==> src/rtl/irq_redir_pkg.sv <==
package irq_redir_pkg;

  localparam logic [1:0] WIN_INDEX = 2'd0;
  localparam logic [1:0] WIN_DATA  = 2'd1;
  localparam logic [1:0] WIN_EOI   = 2'd2;

  localparam logic [7:0] IDX_VERSION = 8'h01;
  localparam logic [7:0] IDX_TABLE   = 8'h10;

  typedef struct packed {
    logic [15:0] dest;
    logic        mask;
    logic        level;
    logic        act_low;
    logic [2:0]  dmode;
    logic [7:0]  vector;
  } redir_entry_t;

  localparam redir_entry_t ENTRY_RESET = '{dest: 16'h0, mask: 1'b1, level: 1'b0,
                                           act_low: 1'b0, dmode: 3'd0, vector: 8'h0};

  function automatic logic [31:0] low_word(input redir_entry_t e);
    return {15'b0, e.mask, e.level, 1'b0, e.act_low, 2'b0, e.dmode, e.vector};
  endfunction

  function automatic logic [31:0] high_word(input redir_entry_t e);
    return {e.dest, 16'h0};
  endfunction

endpackage

==> src/rtl/irq_redir_regs.sv <==
module irq_redir_regs
  import irq_redir_pkg::*;
#(
  parameter int         NUM_PINS = 8,
  parameter logic [7:0] VERSION  = 8'h21
) (
  input  logic         clk,
  input  logic         rst_n,
  input  logic         wr_en_i,
  input  logic [1:0]   addr_i,
  input  logic [31:0]  wdata_i,
  output logic [31:0]  rdata_o,
  output redir_entry_t entries_o [NUM_PINS],
  output logic         eoi_valid_o,
  output logic [7:0]   eoi_vector_o
);

  localparam int         SEL_W   = (NUM_PINS > 1) ? $clog2(NUM_PINS) : 1;
  localparam logic [8:0] TBL_END = 9'(IDX_TABLE) + 9'(2 * NUM_PINS);
  localparam logic [7:0] TOP_PIN = 8'(NUM_PINS - 1);

  logic [7:0]       index_q, index_d;
  logic             in_table;
  logic [8:0]       rel;
  logic [SEL_W-1:0] sel;
  logic             hi_sel;
  logic             wr_data;
  redir_entry_t     cur;

  assign in_table = ({1'b0, index_q} >= 9'(IDX_TABLE)) && ({1'b0, index_q} < TBL_END);
  assign rel      = {1'b0, index_q} - 9'(IDX_TABLE);
  assign sel      = rel[SEL_W:1];
  assign hi_sel   = index_q[0];
  assign wr_data  = wr_en_i && (addr_i == WIN_DATA) && in_table;

  assign eoi_valid_o  = wr_en_i && (addr_i == WIN_EOI);
  assign eoi_vector_o = wdata_i[7:0];

  // index window
  always_comb begin
    index_d = index_q;
    if (wr_en_i && addr_i == WIN_INDEX) index_d = wdata_i[7:0];
  end

  always_ff @(posedge clk or negedge rst_n) begin
    if (!rst_n) index_q <= 8'h0;
    else        index_q <= index_d;
  end

  // redirection entries, one register set per pin
  for (genvar g = 0; g < NUM_PINS; g++) begin : g_entry
    redir_entry_t entry_q, entry_d;
    logic         hit;

    assign hit = wr_data && (sel == SEL_W'(g));

    always_comb begin
      entry_d = entry_q;
      if (hit) begin
        if (hi_sel) begin
          entry_d.dest = wdata_i[31:16];
        end else begin
          entry_d.vector  = wdata_i[7:0];
          entry_d.dmode   = wdata_i[10:8];
          entry_d.act_low = wdata_i[13];
          entry_d.level   = wdata_i[15];
          entry_d.mask    = wdata_i[16];
        end
      end
    end

    always_ff @(posedge clk or negedge rst_n) begin
      if (!rst_n) entry_q <= ENTRY_RESET;
      else        entry_q <= entry_d;
    end

    assign entries_o[g] = entry_q;

    // data writes outside the table leave every entry untouched
    assert_outside_write_ignored_R2: assert property (@(posedge clk) disable iff (!rst_n)
      (wr_en_i && addr_i == WIN_DATA && !in_table) |=> $stable(entry_q));
  end

  // read mux
  always_comb begin
    cur = ENTRY_RESET;
    for (int i = 0; i < NUM_PINS; i++) begin
      if (sel == SEL_W'(i)) cur = entries_o[i];
    end
  end

  always_comb begin
    rdata_o = 32'h0;
    unique case (addr_i)
      WIN_INDEX: rdata_o = {24'h0, index_q};
      WIN_DATA: begin
        if (index_q == IDX_VERSION)  rdata_o = {8'h0, TOP_PIN, 8'h0, VERSION};
        else if (in_table)           rdata_o = hi_sel ? high_word(cur) : low_word(cur);
        else                         rdata_o = 32'h0;
      end
      default: rdata_o = 32'h0;
    endcase
  end

endmodule

==> src/rtl/irq_redir_pin.sv <==
module irq_redir_pin
  import irq_redir_pkg::*;
(
  input  logic         clk,
  input  logic         rst_n,
  input  logic         pin_i,
  input  redir_entry_t entry_i,
  input  logic         eoi_valid_i,
  input  logic [7:0]   eoi_vector_i,
  input  logic         grant_i,
  output logic         req_o
);

  logic sync1_q, sync1_d;
  logic sync2_q, sync2_d;
  logic prev_q,  prev_d;
  logic pend_q,  pend_d;
  logic insvc_q, insvc_d;
  logic act, rise, eoi_hit;

  always_comb begin
    act     = sync2_q ^ entry_i.act_low;
    rise    = act & ~prev_q;
    eoi_hit = eoi_valid_i && (eoi_vector_i == entry_i.vector);

    sync1_d = pin_i;
    sync2_d = sync1_q;
    prev_d  = act;
    pend_d  = pend_q;
    insvc_d = insvc_q;

    if (entry_i.level) begin
      pend_d = 1'b0;
      if (eoi_hit) insvc_d = 1'b0;
      if (grant_i) insvc_d = 1'b1;
    end else begin
      insvc_d = 1'b0;
      if (grant_i)                  pend_d = 1'b0;
      if (rise && !entry_i.mask)    pend_d = 1'b1;
    end

    if (entry_i.level) req_o = act & ~entry_i.mask & ~insvc_q;
    else               req_o = pend_q & ~entry_i.mask;
  end

  always_ff @(posedge clk or negedge rst_n) begin
    if (!rst_n) begin
      sync1_q <= 1'b0;
      sync2_q <= 1'b0;
      prev_q  <= 1'b0;
      pend_q  <= 1'b0;
      insvc_q <= 1'b0;
    end else begin
      sync1_q <= sync1_d;
      sync2_q <= sync2_d;
      prev_q  <= prev_d;
      pend_q  <= pend_d;
      insvc_q <= insvc_d;
    end
  end

  // a masked edge pin never picks up a new pending request
  assert_masked_edge_drop_R6: assert property (@(posedge clk) disable iff (!rst_n)
    (!entry_i.level && entry_i.mask && !pend_q) |=> !pend_q);

  // a delivered level pin goes in service
  assert_level_enters_service_R7: assert property (@(posedge clk) disable iff (!rst_n)
    (grant_i && entry_i.level) |=> insvc_q);

  // in-service level pin stays blocked until a matching EOI
  assert_level_waits_eoi_R7: assert property (@(posedge clk) disable iff (!rst_n)
    (entry_i.level && insvc_q && !eoi_hit) |=> insvc_q);

endmodule

==> src/rtl/irq_redir_arb.sv <==
module irq_redir_arb
  import irq_redir_pkg::*;
#(
  parameter int NUM_PINS = 8
) (
  input  logic                clk,
  input  logic                rst_n,
  input  logic [NUM_PINS-1:0] req_i,
  input  redir_entry_t        entries_i [NUM_PINS],
  input  logic                ready_i,
  output logic                valid_o,
  output logic [7:0]          vector_o,
  output logic [15:0]         dest_o,
  output logic [2:0]          dmode_o,
  output logic [NUM_PINS-1:0] grant_o
);

  localparam int PIN_W = (NUM_PINS > 1) ? $clog2(NUM_PINS) : 1;

  logic             valid_q, valid_d;
  logic [PIN_W-1:0] pin_q, pin_d;
  logic [7:0]       vector_q, vector_d;
  logic [15:0]      dest_q, dest_d;
  logic [2:0]       dmode_q, dmode_d;
  logic [PIN_W-1:0] win;
  logic             found;
  logic             load;

  // lowest index wins: scan downward so the last hit is the smallest
  always_comb begin
    win   = '0;
    found = 1'b0;
    for (int i = NUM_PINS - 1; i >= 0; i--) begin
      if (req_i[i]) begin
        win   = PIN_W'(i);
        found = 1'b1;
      end
    end
  end

  assign load = !valid_q && found;

  always_comb begin
    valid_d  = valid_q;
    pin_d    = pin_q;
    vector_d = vector_q;
    dest_d   = dest_q;
    dmode_d  = dmode_q;
    if (valid_q && ready_i) valid_d = 1'b0;
    if (load) begin
      valid_d  = 1'b1;
      pin_d    = win;
      vector_d = entries_i[win].vector;
      dest_d   = entries_i[win].dest;
      dmode_d  = entries_i[win].dmode;
    end
  end

  always_ff @(posedge clk or negedge rst_n) begin
    if (!rst_n) begin
      valid_q  <= 1'b0;
      pin_q    <= '0;
      vector_q <= 8'h0;
      dest_q   <= 16'h0;
      dmode_q  <= 3'd0;
    end else begin
      valid_q  <= valid_d;
      pin_q    <= pin_d;
      vector_q <= vector_d;
      dest_q   <= dest_d;
      dmode_q  <= dmode_d;
    end
  end

  for (genvar g = 0; g < NUM_PINS; g++) begin : g_grant
    assign grant_o[g] = valid_q && ready_i && (pin_q == PIN_W'(g));
  end

  assign valid_o  = valid_q;
  assign vector_o = vector_q;
  assign dest_o   = dest_q;
  assign dmode_o  = dmode_q;

  // a stalled message holds still
  assert_msg_hold_R10: assert property (@(posedge clk) disable iff (!rst_n)
    (valid_q && !ready_i) |=> (valid_q && $stable(vector_q) && $stable(dest_q) && $stable(dmode_q)));

  // pin 0 requesting into an idle output is the one captured
  assert_low_pin_wins_R9: assert property (@(posedge clk) disable iff (!rst_n)
    (!valid_q && req_i[0]) |=> (valid_q && pin_q == '0));

endmodule

==> src/rtl/irq_redir_ctrl.sv <==
module irq_redir_ctrl
  import irq_redir_pkg::*;
#(
  parameter int         NUM_PINS = 8,
  parameter logic [7:0] VERSION  = 8'h21
) (
  input  logic                clk,
  input  logic                rst_n,
  input  logic [NUM_PINS-1:0] irq_pins_i,
  input  logic                reg_wr_en_i,
  input  logic [1:0]          reg_addr_i,
  input  logic [31:0]         reg_wdata_i,
  output logic [31:0]         reg_rdata_o,
  output logic                msg_valid_o,
  input  logic                msg_ready_i,
  output logic [7:0]          msg_vector_o,
  output logic [15:0]         msg_dest_o,
  output logic [2:0]          msg_dmode_o
);

  // reset: asserted asynchronously, released on a clock edge
  logic rst_meta_q, rst_sync_q;
  always_ff @(posedge clk or negedge rst_n) begin
    if (!rst_n) begin
      rst_meta_q <= 1'b0;
      rst_sync_q <= 1'b0;
    end else begin
      rst_meta_q <= 1'b1;
      rst_sync_q <= rst_meta_q;
    end
  end

  redir_entry_t        entries [NUM_PINS];
  logic                eoi_valid;
  logic [7:0]          eoi_vector;
  logic [NUM_PINS-1:0] req;
  logic [NUM_PINS-1:0] grant;

  irq_redir_regs #(.NUM_PINS(NUM_PINS), .VERSION(VERSION)) u_regs (
    .clk          (clk),
    .rst_n        (rst_sync_q),
    .wr_en_i      (reg_wr_en_i),
    .addr_i       (reg_addr_i),
    .wdata_i      (reg_wdata_i),
    .rdata_o      (reg_rdata_o),
    .entries_o    (entries),
    .eoi_valid_o  (eoi_valid),
    .eoi_vector_o (eoi_vector)
  );

  for (genvar g = 0; g < NUM_PINS; g++) begin : g_pin
    irq_redir_pin u_pin (
      .clk          (clk),
      .rst_n        (rst_sync_q),
      .pin_i        (irq_pins_i[g]),
      .entry_i      (entries[g]),
      .eoi_valid_i  (eoi_valid),
      .eoi_vector_i (eoi_vector),
      .grant_i      (grant[g]),
      .req_o        (req[g])
    );
  end

  irq_redir_arb #(.NUM_PINS(NUM_PINS)) u_arb (
    .clk       (clk),
    .rst_n     (rst_sync_q),
    .req_i     (req),
    .entries_i (entries),
    .ready_i   (msg_ready_i),
    .valid_o   (msg_valid_o),
    .vector_o  (msg_vector_o),
    .dest_o    (msg_dest_o),
    .dmode_o   (msg_dmode_o),
    .grant_o   (grant)
  );

endmodule

==> config.mk <==
export PLATFORM = sky130hd
export DESIGN_NAME = irq_redir_ctrl
export DESIGN_NICKNAME = d
export VERILOG_FILES = /design/src/rtl/irq_redir_pkg.sv /design/src/rtl/irq_redir_regs.sv /design/src/rtl/irq_redir_pin.sv /design/src/rtl/irq_redir_arb.sv /design/src/rtl/irq_redir_ctrl.sv
export SDC_FILE = /design/constraint.sdc
export NUM_CORES = 1
export LEC_CHECK = 0
export ABC_AREA = 0
export CELL_PAD_IN_SITES_DETAIL_PLACEMENT = 1
export CELL_PAD_IN_SITES_GLOBAL_PLACEMENT = 1
export CORE_MARGIN = 4
export CORE_UTILIZATION = 30
export CTS_CLUSTER_DIAMETER = 150
export CTS_CLUSTER_SIZE = 12
export DETAILED_ROUTE_END_ITERATION = 10
export MAX_ROUTING_LAYER = met4
export PLACE_DENSITY = 0.56
export SLEW_MARGIN = 20
export SYNTH_ARGS = -nofsm -noshare
export SYNTH_HDL_FRONTEND = slang
export SYNTH_SLANG_ARGS = --single-unit
==> constraint.sdc <==
create_clock -name clk -period 10.7 [get_ports clk]
set_clock_uncertainty 0.05 [all_clocks]
set_input_delay 2.675 -clock clk [delete_from_list [all_inputs] [get_ports clk]]
set_output_delay 2.675 -clock clk [all_outputs]
set_load 0.03 [all_outputs]
Yosys cells after proc, flatten, opt, wreduce, memory -nomap -nowiden
Cells that the tools add are included.
{ "totals": {"ff_bits": 321, "input_bits": 46, "wordCells": 364} }
{ "op_classes": {"addsub": 1, "magnitude_cmp": 3, "n_eq_ne": 33, "mux": 89, "n_bitwise": 66, "reduce_logical": 76} }
{ "ops": {"columns": ["op", "n"], "rows": [
  ["$mux 30", 10],
  ["$mux 32", 3],
  ["$bmux 30 s3", 1],
  ["$mux 1", 66],
  ["$eq 8x8->1", 8],
  ["$pmux 32 s2", 1],
  ["$logic_and 1x1->1", 39],
  ["$and 1x1->1", 32],
  ["$reduce_and 2->1", 16],
  ["$not 1->1", 25],
  ["$eq 3x3->1 const B", 8],
  ["$mux 3", 8],
  ["$ne 3x1->1 const B", 8],
  ["$reduce_bool 3->1", 8],
  ["$eq 3x2->1 const B", 4],
  ["$logic_not 1->1", 9],
  ["$eq 8x1->1 const B", 1],
  ["$ge 8x5->1 const B", 1],
  ["$lt 8x6->1 const B", 1],
  ["$xor 1x1->1", 8],
  ["$eq 3x1->1 const B", 2],
  ["$logic_not 3->1", 2],
  ["$ge 4x4->1 const B", 1],
  ["$not 3->4", 1],
  ["other kinds (5)", 5]
]} }

Longest topological paths before layout
Gate-level depths: netlist (run 1).
{ "logic_depth": {"word_depth": 16, "depth_mapped": 9, "mapped_depth_nobuf": 6} }

By module
From an unflattened synthesis (run 1), not the netlist that was laid out.
{ "hier_totals": {"hier_cells": 1425, "area_unflattened_um2": 17071.4} }
{ "modules_own_cells": {"columns": ["module", "instances", "cells_each", "area_each_um2", "seq_area_each_um2"], "rows": [
  ["irq_redir_regs", 1, 835, 11920.2, 6216.0],
  ["irq_redir_arb", 1, 379, 2925.3, 775.7],
  ["irq_redir_pin", 8, 26, 271.5, 125.1],
  ["irq_redir_ctrl", 1, 3, 53.8, 50.0]
]} }

Worst setup path after synthesis (run 1)
Ideal clock, no wire load.
{ "synth_timing": {"kind": "input -> output", "startpoint": "in reg_addr_i[0]", "endpoint": "out reg_rdata_o[22]", "arrival_ps": 5014, "t_required_ps": 7975, "slack_ps": 2961, "cell_stages": 6, "n_path_buf": 2, "path_cell_list": "buf_2 inv_1 nor2_1 nand2_1 clkbuf_1 a2111oi_0"} }
{ "synth_via": {"elab_chain_len": 2, "elab_cells_between_ends": 3, "classes_between": "eq/ne (1); mux (1); reduce/logical (1)"} }
{ "synth_rtl": {"columns": ["element", "line_no", "source"], "rows": [
  ["start, declared", "irq_redir_ctrl.sv:11", "input logic [1:0] reg_addr_i,"],
  ["$eq 2x1->1 or $logic_not 2->1 (tied branches)", "irq_redir_regs.sv:94", "unique case (addr_i)"],
  ["$pmux 32 s2 *", "irq_redir_regs.sv:94", null],
  ["end, declared", "irq_redir_ctrl.sv:13", "output logic [31:0] reg_rdata_o,"]
]} }
Every way passes the cells marked *; elsewhere a longest branch is shown, timed or not.

Worst setup path in the final report (run 1)
{ "layout_timing": {"startpoint": "in reg_addr_i[0]", "endpoint": "out reg_rdata_o[21]"} }
The elaborated chain is that of the path after synthesis.

==> results of run 1 <==
path summary, 6_finish.rpt:
| check | end | depth (start not counted) |
|---|---|---|
| worst max-delay path | reg_rdata_o[21] | 6 |
| worst min-delay path | g_pin[1].u_pin.sync2_q$_DFF_PN0_ | 0 |
| worst max register to register | u_regs.entries_o[184]$_DFFE_PN0P_ | 4 |
| worst min register to register | g_pin[1].u_pin.sync2_q$_DFF_PN0_ | 0 |
| max in group asynchronous | u_regs.entries_o[155]$_DFFE_PN0P_ | 2 |
| min in group asynchronous | u_regs.entries_o[229]$_DFFE_PN0P_ | 0 |
cell type report:
type	count	area, sq um
fillers	6484	39600
multi-input cells	1121	9530
flip-flops and latches	321	8050
repair buffers	134	1260
well taps	782	978
clock buffers	44	825
inverters	7	26.3
clock inverters	1	5.00
power groups by stage:
stage	Combinational (W)	Sequential, W	Clock (W)
floorplan	0.000555	0.00142	0
CTS	0.000977	0.00141	0.00104
detailed placement	0.000973	0.00144	0
global route	0.00103	0.00143	0.00109
finish	0.000978	0.00141	0.00101
global placement	0.000965	0.00143	0
sequential cells by signal, summed over array words and instances, names as in the netlist:
| signal | flops |
|---|---|
| u_arb.valid_o | 1 |
| rst_meta_q | 1 |
| rst_sync_q | 1 |
| u_arb.dest_o | 16 |
| u_arb.pin_q | 3 |
| u_regs.entries_o | 240 |
| u_regs.index_q | 8 |
| g_pin.u_pin.insvc_q | 8 |
| u_arb.dmode_o | 3 |
| g_pin.u_pin.pend_q | 8 |
| g_pin.u_pin.prev_q | 8 |
| g_pin.u_pin.sync1_q | 8 |
| g_pin.u_pin.sync2_q | 8 |
| u_arb.vector_o | 8 |
cell families after synthesis:
logic type | count (synthesis) | share of synthesized area (%)
compound gates | 343 | 15.4
xor+xnor | 72 | 3.63
buf+inv | 147 | 3.91
flops | 321 | 44.2
mux | 342 | 22.2
other cells | 2 | 0.0413
simple gates | 360 | 10.6
cell usage after synthesis (all sizes together), types with 2 or more instances:
master	count
dfrtp	313
mux2	311
a22o	101
nand2	93
clkbuf	74
nor2	67
buf	66
xnor2	64
nor3b	63
and3	60
o311ai	54
nand4	45
a22oi	44
a21oi	25
mux4	18
o22ai	17
a211oi	15
o22a	15
a2111oi	14
mux2i	13
nand3	12
o21ai	10
o31ai	10
a21boi	9
dfstp	8
xor2	8
inv	7
nand2b	7
nor2b	6
a2bb2oi	5
nor3	5
a221oi	4
o2bb2ai	4
a311oi	3
a211o	2
a21o	2
conb	2
o2111ai	2
o221ai	2
critical path, cell delays in order:
cell,delay (ps)
clkdlybuf4s50_1,680
inv_1,230
nor2_1,580
nand2_1,670
a2111oi_0,670
clkdlybuf4s50_1,780
stage by stage:
stage,power [W],setup WS [ps]
after global routing,0.00354,1540
after floorplan,0.00197,1060
after global placement,0.00239,1770
after CTS,0.00343,1770
after detailed placement,0.00241,1810
final,0.00340,1680
per-layer routing:
metal	global-route usage, %	share of wire [%]	wire length (um)
met4	5.99	2.9	1980
met2	34.3	48	32000
met5	-	0	0
met1	28.1	45	30300
met3	2.55	4.4	2940
==> results.toml, run 1 <==
[placed_design]
gp_routability_congestion = 0.800
placedCellCount = 2365
place_area_sq_mm = 0.0198
io_buffers = 99
dp_hpwl_um = 41000

[clocking]
cts_tree = "built"
clockRootBuffer = "clkbuf_16"
post_cts_buffers = 0
cts.clk_slew.worst_paths_ps = 70
ctsHoldBuffers = 0
insertion_delay_ps = 590
clock-sinks = 321
ctsResizeCount = 0
numCtsBuffers = 30
htree_levels = 1
clockBufferDepth = 3

[logic_synthesis]
synth_top_area_share_pct = 43.0
mappedNetlistArea_sq_mm = 0.0182
synth_edf_count = 0
synth.distinct_cells = 61
synth_warnings = 0
synth-seq-area-share_pct = 44.2
synthFlopType = "dfrtp_1"
synthTopCellsByArea = "dfrtp_1 43%, mux2_2 19%, a22o_1 4.9%, xnor2_1 3.1%, nor3b_1 2.5%"
async_reset_ff_share_pct = 100
synth_area_per_cell_sq_um = 11.5
synth_cells = 1587
synth_area_leader_cell = "dfrtp_1"
synth-seq-cells = 321

[drt]
first_pass_iters = 5
drc = 0
wire_per_inst_um = 27.9
vias = 13900
drt-total-wl_um = 67300
viasPerCell = 5.77
drtAntennaViolNets = 0
drt_iter0_markers = 850

[sta]
rsz0062_at_grt = "false"
setup_viol = 0
relSlewSlack_pct = 21.0
fin_crit_ps = 9020
slew_violations = 0
fmax_ghz = 0.111
hold_violations = 0
fin_hold_ws_ps = 298
fin_tns_setup_ps = 0
max_slew.worst_pin.slew_ps = 1180
final.period_utilization_pct = 84.3

[global_routing]
antenna_found_initial = 1
overflow = 0
grt_max_degree = 73
grt_pass1_vias = 14800
grt.total_usage_pct = 21.1
grt_pass1_wl_um = 100000

[die]
chipHeight_um = 254
coreArea_sq_mm = 0.0602
rows = 90
die-area_sq_mm = 0.0647
ios = 106
start_util_pct = 30.2
dieWidth_um = 254

[run_status]
status = "completed"

[setup_path]
critPathLaunch = "reg_addr_i[0]"
worst_ep_arrival_time_ps = 6300
critPathCaptureType = "primary output"
path_class = "in -> out"
crit_fanout = 13
r2r_start = "u_regs.index_q[2]$_DFFE_PN0P_"
required_ps = 7980
regToRegSetupSlack_ps = 6810
setup.worst_path.start_class = "input pin"

[power]
vdd_drop_max_mv = 0.110
pwr-share-clk_pct = 29.6
p_per_area_mw_per_mm2 = 164
p_switching_w = 0.00129
combPwrFrac_pct = 28.8
pwr-share-seq_pct = 41.6
internal-power_w = 0.00211
switching_share_pct = 37.9
p_leak_nw = 8.86

[finish]
fin_nets = 1661
final_util_pct = 34.3
fin_cells = 2410
diodes = 0
layout_commonest_cell = "mux2_2"
final_area_sq_mm = 0.0207
drive_gt1_share_pct = 26.8
syn_to_final_growth_pct = 13.6
mostFrequentLayoutCells = "311 x mux2_2, 309 x dfrtp_1, 100 x a22o_1, 99 x clkdlybuf4s50_1, 90 x nand2_1"

[worst_hold_path]
min_path_type = "reg -> reg"
min_from = "g_pin[1].u_pin.sync1_q$_DFF_PN0_"

[run]
max-cap-violations = 0
(Power assumes the default switching activity.)
==> inputs of run 2 (changes only) <==
clock period = 9.15 ns   (was 10.7 ns; I/O delays follow)
==> run 2 against run 1 <==
  * Critical path type unchanged
  * Sequential share of layout area fell by 0.071 points
  * Die area did not move
  * Global-route usage fell by 0.12 points
==> results.toml, run 2 (synthesized netlist as in run 1, its figures left out) <==
[clocking]
clockRootBuffer = "clkbuf_16"
insertion_delay_ps = 590
htree_levels = 1
cts.clk_slew.worst_paths_ps = 60
clockBufferDepth = 3
ctsHoldBuffers = 0
ctsResizeCount = 0
clock-sinks = 321
cts_tree = "built"
post_cts_buffers = 0
numCtsBuffers = 30

[finish]
mostFrequentLayoutCells = "311 x mux2_2, 309 x dfrtp_1, 100 x a22o_1, 99 x clkdlybuf4s50_1, 91 x nand2_1"
layout_commonest_cell = "mux2_2"
syn_to_final_growth_pct = 13.8
fillCellCount = 6564
fin_nets = 1666
largest_reg_flops = 240
drive_gt1_share_pct = 26.9

[sta]
hold_violations = 0
slew_violations = 0
final.period_utilization_pct = 89.5
max_slew.worst_pin.slew_ps = 1170
fmax_ghz = 0.122
rsz0062_at_grt = "false"
setup_viol = 0
fin_tns_setup_ps = 0
relSlewSlack_pct = 22.0
finalWorstSetupSlack_ps = 958
fin_crit_ps = 8190

[run_status]
status = "completed"

[drt]
wire_per_inst_um = 27.7
first_pass_iters = 5
viasPerCell = 5.81
drc = 0
drtAntennaViolNets = 0
vias = 14000
drt_iter0_markers = 931
drt-total-wl_um = 67000

[power]
p_leak_nw = 8.88
vdd_drop_max_mv = 0.146
p_per_area_mw_per_mm2 = 192

[die]
dieWidth_um = 254
rows = 90
die-area_sq_mm = 0.0647
start_util_pct = 30.2
coreArea_sq_mm = 0.0602
chipHeight_um = 254
ios = 106

[global_routing]
antenna_found_initial = 0
grt_pass1_vias = 14600
overflow = 0
grt_pass1_wl_um = 99500
grt_max_degree = 147
grt.total_usage_pct = 21.0

[setup_path]
r2r_start = "u_regs.entries_o[42]$_DFFE_PN0P_"
r2r_end = "u_arb.vector_o[3]$_DFFE_PN0P_"
crit_fanout = 9
ff2ff_path_depth = 8
regToRegSetupSlack_ps = 5620
required_ps = 6810
critPathCaptureType = "primary output"
setup.worst_path.start_class = "input pin"
path_class = "in -> out"
worst_ep_arrival_time_ps = 5850

[placed_design]
io_buffers = 99
gp_routability_congestion = 0.796
place_ws_ps = 1070
dp_hpwl_um = 41100

[worst_hold_path]
min_path_type = "reg -> reg"
hold_path_depth = 0
hold-path-endpoint = "g_pin[7].u_pin.sync2_q$_DFF_PN0_"
min_from = "g_pin[7].u_pin.sync1_q$_DFF_PN0_"

[run]
max-cap-violations = 0
==> run 2: cell count changes in the layout (fill, tap and decap cells not counted) <==
cell	before	now
buf_12	0	1
nand3_1	11	12
buf_4	34	39
a2111oi_0	13	12
diode_2	0	1
nor2_4	3	2
a2111oi_1	0	1
buf_6	1	0
nand2_1	90	91
nor2_2	0	1
nand3_2	1	0
nand2_2	3	2
==> run 2: layout make-up <==
cell class / count / area [sq um] / area share (%)
Antenna cell: 1 / 2.50 / 0.0121
Clock buffer: 44 / 825 / 3.98
Clock inverter: 1 / 5.00 / 0.0242
Inverter: 7 / 26.3 / 0.127
Multi-Input combinational cell: 1121 / 9520 / 46.0
Sequential cell: 321 / 8050 / 38.9
Tap cell: 782 / 978 / 4.72
Timing Repair Buffer: 139 / 1300 / 6.29
==> run 2: metal layers <==
| metal | part of all wire [%] | track usage (%) |
|---|---|---|
| met5 | 0 | - |
| met4 | 3.3 | 6.07 |
| met3 | 4.3 | 2.80 |
| met2 | 47 | 33.3 |
| met1 | 46 | 28.4 |
==> run 2: critical path, stage by stage <==
cell and delay (ps):
clkdlybuf4s50_1 680, inv_1 230, nor2_1 550, nand2_1 560, buf_4 340, a2111oi_0 430
clkdlybuf4s50_1 770
==> run 2: power breakdown <==
part	internal [W]	switching, W	total, W
registers	0.00151	0.000124	0.00164
clock network	0.000613	0.000571	0.00118
logic	0.000342	0.000808	0.00115
==> run 2: worst max-delay path by stage <==
| stage | from | end | slack (ps) | cells past startpoint |
|---|---|---|---|---|
| global route | reg_addr_i[0] | reg_rdata_o[19] | 800 | 7 |
| global placement | reg_addr_i[0] | reg_rdata_o[20] | 1070 | 7 |
| finish | reg_addr_i[0] | reg_rdata_o[19] | 960 | 7 |
| floorplan | reg_addr_i[0] | reg_rdata_o[22] | 2190 | 6 |
| detailed placement | reg_addr_i[0] | reg_rdata_o[23] | 1070 | 7 |
| CTS | reg_addr_i[0] | reg_rdata_o[23] | 1020 | 7 |
==> run 2: per-stage QoR <==
step | hold WS, ps | utilization [%] | cells | cell area (sq um) | power [W]
5_1_grt | 305 | 34.4 | 2415 | 20700 | 0.00415
3_3_place_gp | 288 | 33.0 | 2370 | 19900 | 0.00280
4_1_cts | 299 | 34.4 | 2415 | 20700 | 0.00402
6_report | 298 | 34.4 | 2416 | 20700 | 0.00397
3_5_place_dp | 286 | 33.0 | 2370 | 19900 | 0.00282
2_1_floorplan | 281 | - | 1589 | 18200 | 0.00231
